File: src/rtl/dsr_pkg.sv
package dsr_pkg;
   // recovery phase as seen from the stage
   typedef enum logic [1:0] {
      DSR_RUN    = 2'd0,
      DSR_REPAIR = 2'd1,
      DSR_DRAIN  = 2'd2
   } dsr_phase_e;

   function automatic int dsr_lane_width(input int width, input int lanes);
      return width / lanes;
   endfunction
endpackage

File: src/rtl/dsr_capture.sv
module dsr_capture #(
   parameter int W        = 16,
   parameter bit CHECK_EN = 1'b1
) (
   input  logic         clk,
   input  logic         rst_n,
   input  logic [W-1:0] d,
   input  logic         vld_in,
   input  logic [W-1:0] late_d,
   input  logic         late_stb,
   input  logic         restore,
   input  logic         hold,
   output logic [W-1:0] main_q,
   output logic [W-1:0] shad_q,
   output logic         vld_q
);
   always_ff @(posedge clk or negedge rst_n) begin
      if (!rst_n) begin
         main_q <= '0;
         vld_q  <= 1'b0;
      end else if (restore) begin
         main_q <= shad_q;
      end else if (hold) begin
         vld_q  <= 1'b0;
      end else begin
         main_q <= d;
         vld_q  <= vld_in;
      end
   end

   generate
      if (CHECK_EN) begin : g_shadow
         logic [W-1:0] shad_r;
         always_ff @(posedge clk or negedge rst_n) begin
            if (!rst_n)
               shad_r <= '0;
            else if (!restore && !hold)
               shad_r <= late_stb ? late_d : d;
         end
         assign shad_q = shad_r;
      end else begin : g_plain
         logic unused_late;
         assign unused_late = ^{late_d, late_stb};
         assign shad_q = main_q;
      end
   endgenerate
endmodule

File: src/rtl/dsr_compare.sv
module dsr_compare #(
   parameter int W     = 16,
   parameter int LANES = 4
) (
   input  logic [W-1:0]     a,
   input  logic [W-1:0]     b,
   input  logic             qual,
   output logic [LANES-1:0] lane_miss,
   output logic             any_miss
);
   localparam int LW = dsr_pkg::dsr_lane_width(W, LANES);

   for (genvar i = 0; i < LANES; i++) begin : g_lane
      assign lane_miss[i] = qual && (a[i*LW +: LW] != b[i*LW +: LW]);
   end

   assign any_miss = |lane_miss;
endmodule

File: src/rtl/dsr_stabilizer.sv
module dsr_stabilizer #(
   parameter int DEPTH = 1
) (
   input  logic clk,
   input  logic rst_n,
   input  logic d,
   output logic q,
   output logic busy
);
   logic [DEPTH-1:0] chain;

   generate
      if (DEPTH == 1) begin : g_single
         always_ff @(posedge clk or negedge rst_n) begin
            if (!rst_n) chain <= '0;
            else        chain <= d;
         end
      end else begin : g_multi
         always_ff @(posedge clk or negedge rst_n) begin
            if (!rst_n) chain <= '0;
            else        chain <= {chain[DEPTH-2:0], d};
         end
      end
   endgenerate

   assign q    = chain[DEPTH-1];
   assign busy = |chain;
endmodule

File: src/rtl/late_check_stage.sv
module late_check_stage #(
   parameter int W          = 16,
   parameter int LANES      = 4,
   parameter int STAB_DEPTH = 1,
   parameter bit CHECK_EN   = 1'b1
) (
   input  logic             clk,
   input  logic             rst_n,
   input  logic [W-1:0]     in_data,
   input  logic             in_valid,
   input  logic [W-1:0]     late_data,
   input  logic             late_stb,
   output logic [W-1:0]     out_data,
   output logic             out_valid,
   output logic             err_pulse,
   output logic [LANES-1:0] err_lanes,
   output logic             bubble,
   output logic             flush_up,
   output logic             err_sticky
);
   import dsr_pkg::*;

   generate
      if (W < 1 || LANES < 1 || (W % LANES) != 0) begin : g_bad_lanes
         $error("late_check_stage: W must be a positive multiple of LANES");
      end
      if (STAB_DEPTH < 1) begin : g_bad_depth
         $error("late_check_stage: STAB_DEPTH must be at least 1");
      end
   endgenerate

   logic [W-1:0]     main_q, shad_q;
   logic             vld_q;
   logic [LANES-1:0] miss_lanes;
   logic             miss;
   logic             stab_q, stab_busy;
   logic             sticky_q;
   dsr_phase_e       phase;

   always_comb begin
      if (miss)           phase = DSR_REPAIR;
      else if (stab_busy) phase = DSR_DRAIN;
      else                phase = DSR_RUN;
   end

   dsr_capture #(.W(W), .CHECK_EN(CHECK_EN)) cap_i (
      .clk      (clk),
      .rst_n    (rst_n),
      .d        (in_data),
      .vld_in   (in_valid),
      .late_d   (late_data),
      .late_stb (late_stb),
      .restore  (phase == DSR_REPAIR),
      .hold     (phase == DSR_DRAIN),
      .main_q   (main_q),
      .shad_q   (shad_q),
      .vld_q    (vld_q)
   );

   dsr_compare #(.W(W), .LANES(LANES)) cmp_i (
      .a         (main_q),
      .b         (shad_q),
      .qual      (vld_q),
      .lane_miss (miss_lanes),
      .any_miss  (miss)
   );

   dsr_stabilizer #(.DEPTH(STAB_DEPTH)) stab_i (
      .clk   (clk),
      .rst_n (rst_n),
      .d     (miss),
      .q     (stab_q),
      .busy  (stab_busy)
   );

   always_ff @(posedge clk or negedge rst_n) begin
      if (!rst_n)    sticky_q <= 1'b0;
      else if (miss) sticky_q <= 1'b1;
   end

   assign out_data   = main_q;
   assign out_valid  = vld_q && !miss;
   assign err_pulse  = miss;
   assign err_lanes  = miss_lanes;
   assign bubble     = vld_q && miss;
   assign flush_up   = stab_q;
   assign err_sticky = sticky_q;
endmodule

File: config.mk
export PLATFORM = sky130hd
export DESIGN_NAME = late_check_stage
export DESIGN_NICKNAME = d
export VERILOG_FILES = /design/src/rtl/dsr_pkg.sv /design/src/rtl/dsr_capture.sv /design/src/rtl/dsr_compare.sv /design/src/rtl/dsr_stabilizer.sv /design/src/rtl/late_check_stage.sv
export SDC_FILE = /design/constraint.sdc
export NUM_CORES = 1
export LEC_CHECK = 0
export BUFFER_PORTS_ARGS = -buffer_cell sky130_fd_sc_hd__buf_2
export CAP_MARGIN = 20
export CORE_MARGIN = 3
export CORE_UTILIZATION = 35
export DETAILED_ROUTE_END_ITERATION = 16
export PLACE_DENSITY = 0.64
export SLEW_MARGIN = 20
export SYNTH_ARGS = -nofsm -noshare
export SYNTH_HDL_FRONTEND = slang
export SYNTH_SLANG_ARGS = --single-unit
File: constraint.sdc
create_clock -name clk -period 2.5 [get_ports clk]
set_input_delay 0.5 -clock clk [delete_from_list [all_inputs] [get_ports clk]]
set_output_delay 0.5 -clock clk [all_outputs]
set_load 0.02 [all_outputs]
==> results of run 1 <==
==> path summary, 6_finish.rpt <==
path | from | endpoint | slack [ns] | depth (start not counted)
setup / recovery | cap_i.main_q[10] | bubble | 0.15 | 6
hold / removal | rst_n | cap_i.shad_q[15] | 0.28 | 1
setup reg to reg | cap_i.main_q[10] | cap_i.shad_q[6] | 0.27 | 7
hold reg to reg | err_sticky | err_sticky | 0.47 | 1
max in group asynchronous | rst_n | cap_i.shad_q[6] | 1.73 | 1
min in group clk | err_sticky | err_sticky | 0.47 | 1
==> worst max-delay path: stages, from the launching register on <==
cell and delay (ns):
dfrtp_1 0.40, xnor2_1 0.17, nand4_1 0.21, o41ai_4 0.43, buf_6 0.17, inv_1 0.04, buf_2 0.14
==> flip-flops by register name, summed over array words and instances (netlist names) <==
name and count:
cap_i.main_q 16, cap_i.vld_q 1, stab_i.busy 1, cap_i.shad_q 16, err_sticky 1
==> what timing repair did <==
action                     4_1_cts  5_1_grt
cloned                           0        0
resized for setup                1        3
pin swaps                        2        5
setup endpoints to repair        2        1
buffers inserted                 4        1
==> metrics by stage <==
| stage | instance area, um2 | hold slack, ns | power (W) | utilization | worst slack (ns) |
|---|---|---|---|---|---|
| finish | 2380 | 0.283 | 0.00125 | 0.463 | 0.154 |
| detailed placement | 2260 | 0.460 | 0.000896 | 0.439 | 0.263 |
| global route | 2380 | 0.350 | 0.00132 | 0.463 | 0.00312 |
| CTS | 2360 | 0.312 | 0.00127 | 0.460 | 0.0658 |
| global placement | 2260 | 0.471 | 0.000892 | 0.439 | 0.309 |
| floorplan | 1880 | 0.204 | 0.000803 | - | 0.171 |
==> logic make-up (layout without fill, tap and decap cells) <==
group | after synthesis | after routing | share of synthesized area
muxes | 48 | 48 | 0.298
DFF | 35 | 35 | 0.467
and+or+nand+nor | 28 | 28 | 0.0720
AOI/OAI and AO/OA | 18 | 18 | 0.0600
xor gates and xnor gates | 16 | 16 | 0.0747
buffers and inverters | 12 | 79 | 0.0287
==> cell type report <==
| type | count | area (um2) |
|---|---|---|
| Clock buffer | 6 | 72.6 |
| Fill cell | 521 | 2760 |
| Inverter | 3 | 11.3 |
| Multi-Input combinational cell | 110 | 946 |
| Sequential cell | 35 | 876 |
| Tap cell | 70 | 87.6 |
| Timing Repair Buffer | 70 | 385 |
==> synth_stat cells <==
| cell type | number |
|---|---|
| mux2i_1 | 16 |
| and2_1 | 5 |
| nor4_1 | 1 |
| xnor2_1 | 16 |
| a21oi_1 | 16 |
| nand4_1 | 4 |
| mux2_4 | 10 |
| buf_6 | 1 |
| o21ai_0 | 1 |
| dfrtp_1 | 35 |
| buf_2 | 1 |
| o41ai_4 | 1 |
| nor2_1 | 16 |
| nand2b_1 | 2 |
| clkbuf_1 | 7 |
| mux2_2 | 22 |
| inv_1 | 3 |
==> power by group <==
group / total [W] / internal (W) / switching, W / leakage [nW]
Clock: 0.000369 / 0.000185 / 0.000184 / 0.0371
Sequential: 0.000644 / 0.000607 / 0.0000371 / 0.399
Combinational: 0.000239 / 0.000124 / 0.000115 / 0.770
==> layer usage <==
| metal | vias to the layer above | share of wire | GRT usage |
|---|---|---|---|
| met3 | 6 | 0.053 | 0.0420 |
| met2 | 34 | 0.48 | 0.229 |
| met4 | 0 | 0.015 | 0.0464 |
| met5 | - | 0 | 0 |
| met1 | 644 | 0.45 | 0.189 |
| li1 | 680 | - | - |
==> summary.md, run 1 <==
| Metric | Value |
|---|---|
| Pin count of the biggest net entering global routing | `36` |
| Most frequent cells in the layout | `59 x buf_2, 35 x dfrtp_1, 22 x mux2_2` |
| Synth-to-layout area growth | `26.8%` |
| Data required time of the worst path | `2.00 ns` |
| RSZ-0062 raised after global routing | `no` |
| Setup TNS | `0 ns` |
| Final setup viols | `0` |
| Worst slew pin tran | `0.761 ns` |
| Total Wirelength | `4130 um` |
| H-tree depth | `2` |
| Fin Clk Skew | `0.00566 ns` |
| Drt pass-1 iters | `4` |
| Top cells by area, synth | `dfrtp_1 47%, mux2_2 13%, mux2i_1 8.5%, mux2_4 8.0%, xnor2_1 7.5%` |
| Hold crit path type | `in -> async` |
| Critical path arrival | `between 1.5 and 2 ns` |
| Nets | `approximately 260` |
| Post-Synthesis Net Count | `193` |
| Iteration-0 DRC Markers | `59` |
| WS Path Type | `reg -> out` |
| Cell Rows | `26` |
| Fin crit period | `~2.3 ns` |
| Leak Pwr | `around 1.2 nW` |
| Sink Count | `35` |
| Vias in the first global route | `1387` |
| Die width | `79.2 um` |
| Vias post-DR | `1364` |
| Diodes inserted | `0` |
| Clk Latency, worst-skew pair | `between 0.2 and 0.3 ns` |
| Share of post-route cells with drive strength above 1 | `0.487` |
| CP max FO | `4` |
| TritonCTS buffer count | `5` |
| Register area share after synthesis | `0.467` |
| HPWL after DPL | `3060 um` |
| CTS tree | `built` |
| CTS Buffer Depth | `2` |
| Yosys cell types | `17` |
| First-pass GRT wire length | `6860 um` |
| # IOs | `61` |
| Final hold violations | `0` |
| Core region area | `approximately 5100 um2` |
| Clock-pin slew on the worst setup and hold paths | `0.07 ns` |
| Yosys reg bits | `35` |
| ANT nets after route | `0` |
| Pwr Density | `~530 nW/um2` |
| Fmax | `between 0.4 and 0.5 GHz` |
| Worst VDD drop | `0.295 mV` |
| Overall Global Routing Usage | `0.144` |
| WL per Instance | `14.0 um` |
| Drt via density | `4.64` |
| Die area | `~6300 um2` |
| Top-area cell type share of the netlist area | `0.467` |
| Cell area after synthesis | `1880 um2` |
| Inst Count DP | `283` |
| Initial antenna violation count | `0` |
| Slew Limit Fails | `0` |
| GRT overflow | `0` |
| Synthesized area per cell | `11.9 um2` |
| RePlAce Congestion | `0.790` |
| Hold-fix buffers at CTS | `0` |
| Rel. slew slack | `0.493` |
| Fin crit share | `0.939` |
| Die Y-Extent | `79.2 um` |
| I/O Buffers | `60` |
| Syn Inst Count | `157` |
| Status | `completed` |
| CP endpoint kind | `output port` |
| Non-filler cells, final | `294` |
| DRC errors left | `0` |
| CP startpoint kind | `flip-flop` |
| Synth warn | `0` |
| Root Buffer | `clkbuf_8` |
| Synth area leader | `dfrtp_1` |
| Most common cell after layout, fill and taps aside | `buf_2` |
| Initial Util | `0.365` |
| Maxcap violations | `0` |
No activity file was read; power rests on OpenSTA's default activity.
==> run 2, diff against run 1 <==
MAX_ROUTING_LAYER = met4   (was not set)
REMOVE_ABC_BUFFERS = 1   (was not set)
==> run 2 against run 1 <==
Against the previous run: routed wire length rose by 3.4%; largest cell class unchanged; first-iteration DRC count down 19%; critical path type unchanged; critical endpoint is now err_pulse; final area decreased by 0.68%; highest routed layer unchanged; clock power increased by 6.5%.
==> summary.md, run 2 (same netlist as run 1, synthesis figures left out) <==
| Metric | Value |
|---|---|
| Share of post-route cells with drive strength above 1 | `0.478` |
| Critical path arrival | `1.89 ns` |
| Layout Utilization | `0.460` |
| Overall Global Routing Usage | `0.151` |
| Setup TNS | `0 ns` |
| Initial antenna violation count | `0` |
| HPWL after DPL | `3200 um` |
| Fin Clk Skew | `0.00402 ns` |
| Die area | `6270 um2` |
| Buffers inserted by post-CTS timing repair | `0` |
| Total Wirelength | `approximately 4300 um` |
| I/O Buffers | `60` |
| Clock-pin slew on the worst setup and hold paths | `0.07 ns` |
| Worst slew pin tran | `0.786 ns` |
| ANT nets after route | `0` |
| CTS tree | `built` |
| Final setup viols | `0` |
| Sink Count | `35` |
| CTS Buffer Depth | `2` |
| Combinational power share | `0.187` |
| Critical-path top delay cell | `o41ai_4` |
| WS Path Type | `reg -> out` |
| CP startpoint | `cap_i.shad_q[4]` |
| Fin crit period | `2.39 ns` |
| Hold crit path type | `in -> async` |
| Drt pass-1 iters | `2` |
| Data required time of the worst path | `2.00 ns` |
| Drt via density | `~4.7` |
| Power, Total | `about 0.0013 W` |
| Nets | `259` |
| Internal power | `between 0.0009 and 0.001 W` |
| Most frequent cells in the layout | `60 x buf_2, 35 x dfrtp_1, 22 x mux2_2` |
| Fmax | `0.419 GHz` |
| H-tree depth | `2` |
| DRC errors left | `0` |
| Clock Power Share | `0.308` |
| FF-to-FF Start | `cap_i.shad_q[4]` |
| Cell Rows | `26` |
| Die Y-Extent | `79.2 um` |
| Hold-fix buffers at CTS | `0` |
| Most common cell after layout, fill and taps aside | `buf_2` |
| RePlAce Congestion | `0.721` |
| Maxcap violations | `0` |
| CP max FO | `4` |
| Flop pwr share | `0.505` |
| Leak Pwr | `1.19 nW` |
| First-pass GRT wire length | `7050 um` |
| Synth-to-layout area growth | `26.0%` |
| # IOs | `a little over 60` |
| CTS resizes | `0` |
| Buf/Inv on CP | `2` |
| Slowest stage delay, CP | `between 0.4 and 0.5 ns` |
| CP top delay family | `compound AO/OA/AOI/OAI gates` |
| Pin count of the biggest net entering global routing | `36` |
| Core region area | `5140 um2` |
| Worst path cell trace | `xnor2_1 > nand4_1 > o41ai_4 > inv_1 > buf_2` |
| Status | `completed` |
| Final hold violations | `0` |
| Diodes inserted | `0` |
| Initial Util | `0.365` |
| WL per Instance | `14.5 um` |
| Fin crit share | `0.955` |
| GRT overflow | `0` |
| Rel. slew slack | `0.476` |
| CP startpoint kind | `flip-flop` |
| Vias in the first global route | `1399` |
| Hold Slack | `0.292 ns` |
| Clk Latency, worst-skew pair | `0.29 ns` |
| TritonCTS buffer count | `5` |
| CP endpoint kind | `output port` |
| Pwr Density | `540 nW/um2` |
| Sw Share | `0.277` |
| Vias post-DR | `1381` |
| Root Buffer | `clkbuf_8` |
| Iteration-0 DRC Markers | `48` |
| Worst VDD drop | `0.344 mV` |
| Die width | `slightly below 80 um` |
| Slew Limit Fails | `0` |
| Switching pwr | `0.000353 W` |
run 2: cell count changes in the layout (fill, tap and decap cells not counted):
| cell | delta |
|---|---|
| inv_2 | -1 |
| clkbuf_1 | +1 |
| buf_4 | -1 |
| inv_1 | +1 |
| buf_2 | +1 |
| buf_6 | -2 |
| clkinv_2 | +1 |
run 2: cell type report:
| type | count | area (um2) |
|---|---|---|
| clock inverters | 1 | 5.00 |
| clock buffers | 7 | 76.3 |
| inverters | 3 | 11.3 |
| well taps | 70 | 87.6 |
| repair buffers | 68 | 360 |
| fillers | 525 | 2780 |
| flip-flops and latches | 35 | 876 |
| multi-input cells | 110 | 946 |
run 2: power by group through the flow:
stage                     Clock, W  Combinational [W]  Sequential [W]
after floorplan                  0           0.000125        0.000674
after global routing      0.000431           0.000261        0.000651
final                     0.000393           0.000239        0.000645
after detailed placement         0           0.000242        0.000655
after global placement           0           0.000241        0.000654
after CTS                 0.000406           0.000243        0.000645
run 2: worst paths after layout:
kind                                         end  slack [ns]  cells past startpoint
worst max register to register   cap_i.shad_q[6]        0.42                      6
worst min register to register        err_sticky        0.47                      1
worst max-delay path                   err_pulse        0.11                      5
min in group clk                     cap_i.vld_q        0.46                      3
worst min-delay path             cap_i.main_q[1]        0.29                      1
max in group asynchronous       cap_i.shad_q[10]        1.71                      1
run 2: worst register-to-register path, stage by stage (launching register included):
cell and delay (ns):
dfrtp_1 0.40, xnor2_1 0.21, nand4_1 0.23, o41ai_4 0.47, nand2b_1 0.16, buf_4 0.20, mux2_4 0.30
run 2: stage by stage:
stage               setup WS, ns  std cells  cell area (um2)
floorplan                 -0.748        148             1830
global placement           0.449        285             2270
detailed placement         0.422        285             2270
CTS                       0.0853        293             2350
global route             -0.0139        294             2360
finish                     0.112        294             2360
run 2: layer usage:
layer	vias to the layer above	share of wire	global-route usage	routed length [um]
li1	679	-	-	-
met1	657	0.47	0.200	2020
met2	37	0.46	0.223	1980
met3	8	0.050	0.0442	214
met4	0	0.014	0.0515	60
met5	-	0	-	0
==> run 3, diff against run 2 <==
CELL_PAD_IN_SITES_DETAIL_PLACEMENT = 1   (was not set)
CELL_PAD_IN_SITES_GLOBAL_PLACEMENT = 1   (was not set)
PLACE_DENSITY = 0.77   (was 0.64)
==> run 3 against run 2 <==
Against the previous run: count of clock-buffer cells in the layout stayed put; highest routed layer unchanged; worst hold slack better by 0.010 ns; flip-flop and latch count stayed put; first-iteration DRC count is 27% lower.
==> summary.md, run 3 (same netlist as run 1, synthesis figures left out) <==
| Metric | Value |
|---|---|
| Grt met3 use | `0.0317` |
| CP max FO | `5` |
| M1 GR Usage | `0.214` |
| Maxcap violations | `0` |
| Most common cell after layout, fill and taps aside | `buf_2` |
| Hold-fix buffers at CTS | `0` |
| Clk Latency, worst-skew pair | `0.29 ns` |
| Leak Pwr | `1.28 nW` |
| Internal power | `0.000936 W` |
| Final worst setup slack | `0.0319 ns` |
| CP endpoint | `err_pulse` |
| CP top delay family | `compound AO/OA/AOI/OAI gates` |
| Setup TNS | `0 ns` |
| Area after DPL | `2280 um2` |
| Nets | `271` |
| HPWL after DPL | `3470 um` |
| M2 GR Usage | `0.295` |
| Fin crit share | `0.987` |
| Diodes inserted | `0` |
| Fillcell total | `between 600 and 700` |
| Synth-to-layout area growth | `33.7%` |
| GRT busiest layer | `met2` |
| Slowest stage delay, CP | `0.49 ns` |
| RSZ-0062 raised after global routing | `yes` |
| Hold crit path type | `in -> async` |
| Initial antenna violation count | `0` |
| Critical path arrival | `between 1.5 and 2 ns` |
| CP Depth | `6` |
| # IOs | `61` |
| Combinational power share | `0.201` |
| RePlAce Congestion | `between 0.7 and 0.8` |
| Slew Limit Fails | `0` |
| Total Wirelength | `between 5000 and 6000 um` |
| R2R Setup Slk | `about 0.080 ns` |
| TritonCTS buffer count | `5` |
| Switching pwr | `0.000362 W` |
| Rel. slew slack | `0.463` |
| CP startpoint kind | `flip-flop` |
| Initial Util | `0.365` |
| Core region area | `about 5100 um2` |
| Fmax | `0.405 GHz` |
| FF-to-FF Start | `cap_i.main_q[12]` |
| Die area | `6270 um2` |
| Overall Global Routing Usage | `0.175` |
| GRT overflow | `0` |
| CP startpoint | `cap_i.main_q[12]` |
| Cell Rows | `26` |
| Fin crit period | `2.47 ns` |
| I/O Buffers | `60` |
| Share of post-route cells with drive strength above 1 | `0.513` |
| Die width | `79.2 um` |
| Worst slew pin tran | `0.805 ns` |
| Data required time of the worst path | `2.00 ns` |
| Flop pwr share | `0.498` |
| Drt via density | `approximately 4.7` |
| First-pass GRT wire length | `8190 um` |
| Iteration-0 DRC Markers | `35` |
| Drt pass-1 iters | `4` |
| Pwr Density | `518 nW/um2` |
| CP endpoint kind | `output port` |
| Layout Utilization | `0.488` |
| Clock Power Share | `0.301` |
| DRC errors left | `0` |
| H-tree depth | `2` |
| Most frequent cells in the layout | `59 x buf_2, 35 x dfrtp_1, 22 x mux2_2` |
| Buf/Inv on CP | `3` |
| ANT nets after route | `0` |
| Pin count of the biggest net entering global routing | `36` |
| WS Path Type | `reg -> out` |
| Status | `completed` |
| Worst path cell trace | `xnor2_1 > nand4_1 > o41ai_4 > buf_12 > inv_1 > buf_2` |
| Sw Share | `0.279` |
| CTS tree | `built` |
| Worst reg2reg path depth | `9` |
| Root Buffer | `clkbuf_8` |
| Worst r2r dst | `cap_i.shad_q[7]` |
| WL per Instance | `between 15 and 20 um` |
| Vias in the first global route | `1596` |
| Die Y-Extent | `79.2 um` |
| Sink Count | `35` |
| Critical-path top delay cell | `o41ai_4` |
| Final hold violations | `0` |
| Fin area | `2510 um2` |
| Final setup viols | `0` |
| Vias post-DR | `~1500` |
| DP Worst Slack | `0.281 ns` |
| CTS Buffer Depth | `2` |
| Worst VDD drop | `0.285 mV` |
| Fin Clk Skew | `0.00803 ns` |
| Clock-pin slew on the worst setup and hold paths | `0.07 ns` |
==> run 3: changes by cell type in the layout (fill, tap and decap cells not counted), sizes merged <==
cell | previous run | this run
buf | 68 | 79
bufbuf | 0 | 1
==> run 3: stage by stage <==
stage | hold slack (ns) | std cells | total power, W
floorplan | 0.204 | 148 | 0.000799
global route | 0.361 | 306 | 0.00136
CTS | 0.323 | 294 | 0.00129
global placement | 0.451 | 284 | 0.000893
finish | 0.302 | 306 | 0.00130
detailed placement | 0.447 | 284 | 0.000901
==> run 3: how the worst min path moves through the flow <==
stage	startpoint	endpoint	slack, ns	cells after the start
finish	rst_n	cap_i.shad_q[2]	0.30	1
global route	rst_n	cap_i.main_q[12]	0.36	1
CTS	rst_n	cap_i.shad_q[13]	0.32	1
detailed placement	err_sticky	err_sticky	0.45	1
global placement	err_sticky	err_sticky	0.45	1
floorplan	rst_n	cap_i.main_q[0]	0.20	0
==> run 3: repair_timing <==
item	4_1_cts	5_1_grt
gates cloned	1	0
setup endpoints to repair	2	2
setup buffers	1	12
endpoints found under the hold margin	0	0
pin swaps	2	6
gates resized for setup	0	3
==> run 3: cell type report <==
type                            count  area, um2  area share
Clock buffer                        7       76.3      0.0304
Clock inverter                      1       5.00     0.00200
Inverter                            3       11.3     0.00449
Multi-Input combinational cell    110        961       0.383
Sequential cell                    35        876       0.349
Tap cell                           70       87.6      0.0349
Timing Repair Buffer               80        490       0.196
==> run 3: power groups by stage <==
stage / Combinational (W) / Clock (W) / Sequential [W]
after floorplan: 0.000125 / 0 / 0.000674
after global placement: 0.000238 / 0 / 0.000656
after detailed placement: 0.000244 / 0 / 0.000658
after CTS: 0.000247 / 0.000399 / 0.000647
after global routing: 0.000285 / 0.000426 / 0.000654
final: 0.000260 / 0.000391 / 0.000647
==> run 3: per-layer routing <==
metal  routed length [um]  up-vias
li1                     -      699
met1                 2230      713
met2                 2570       36
met3                  210        5
met4                   57        0
met5                    0        -
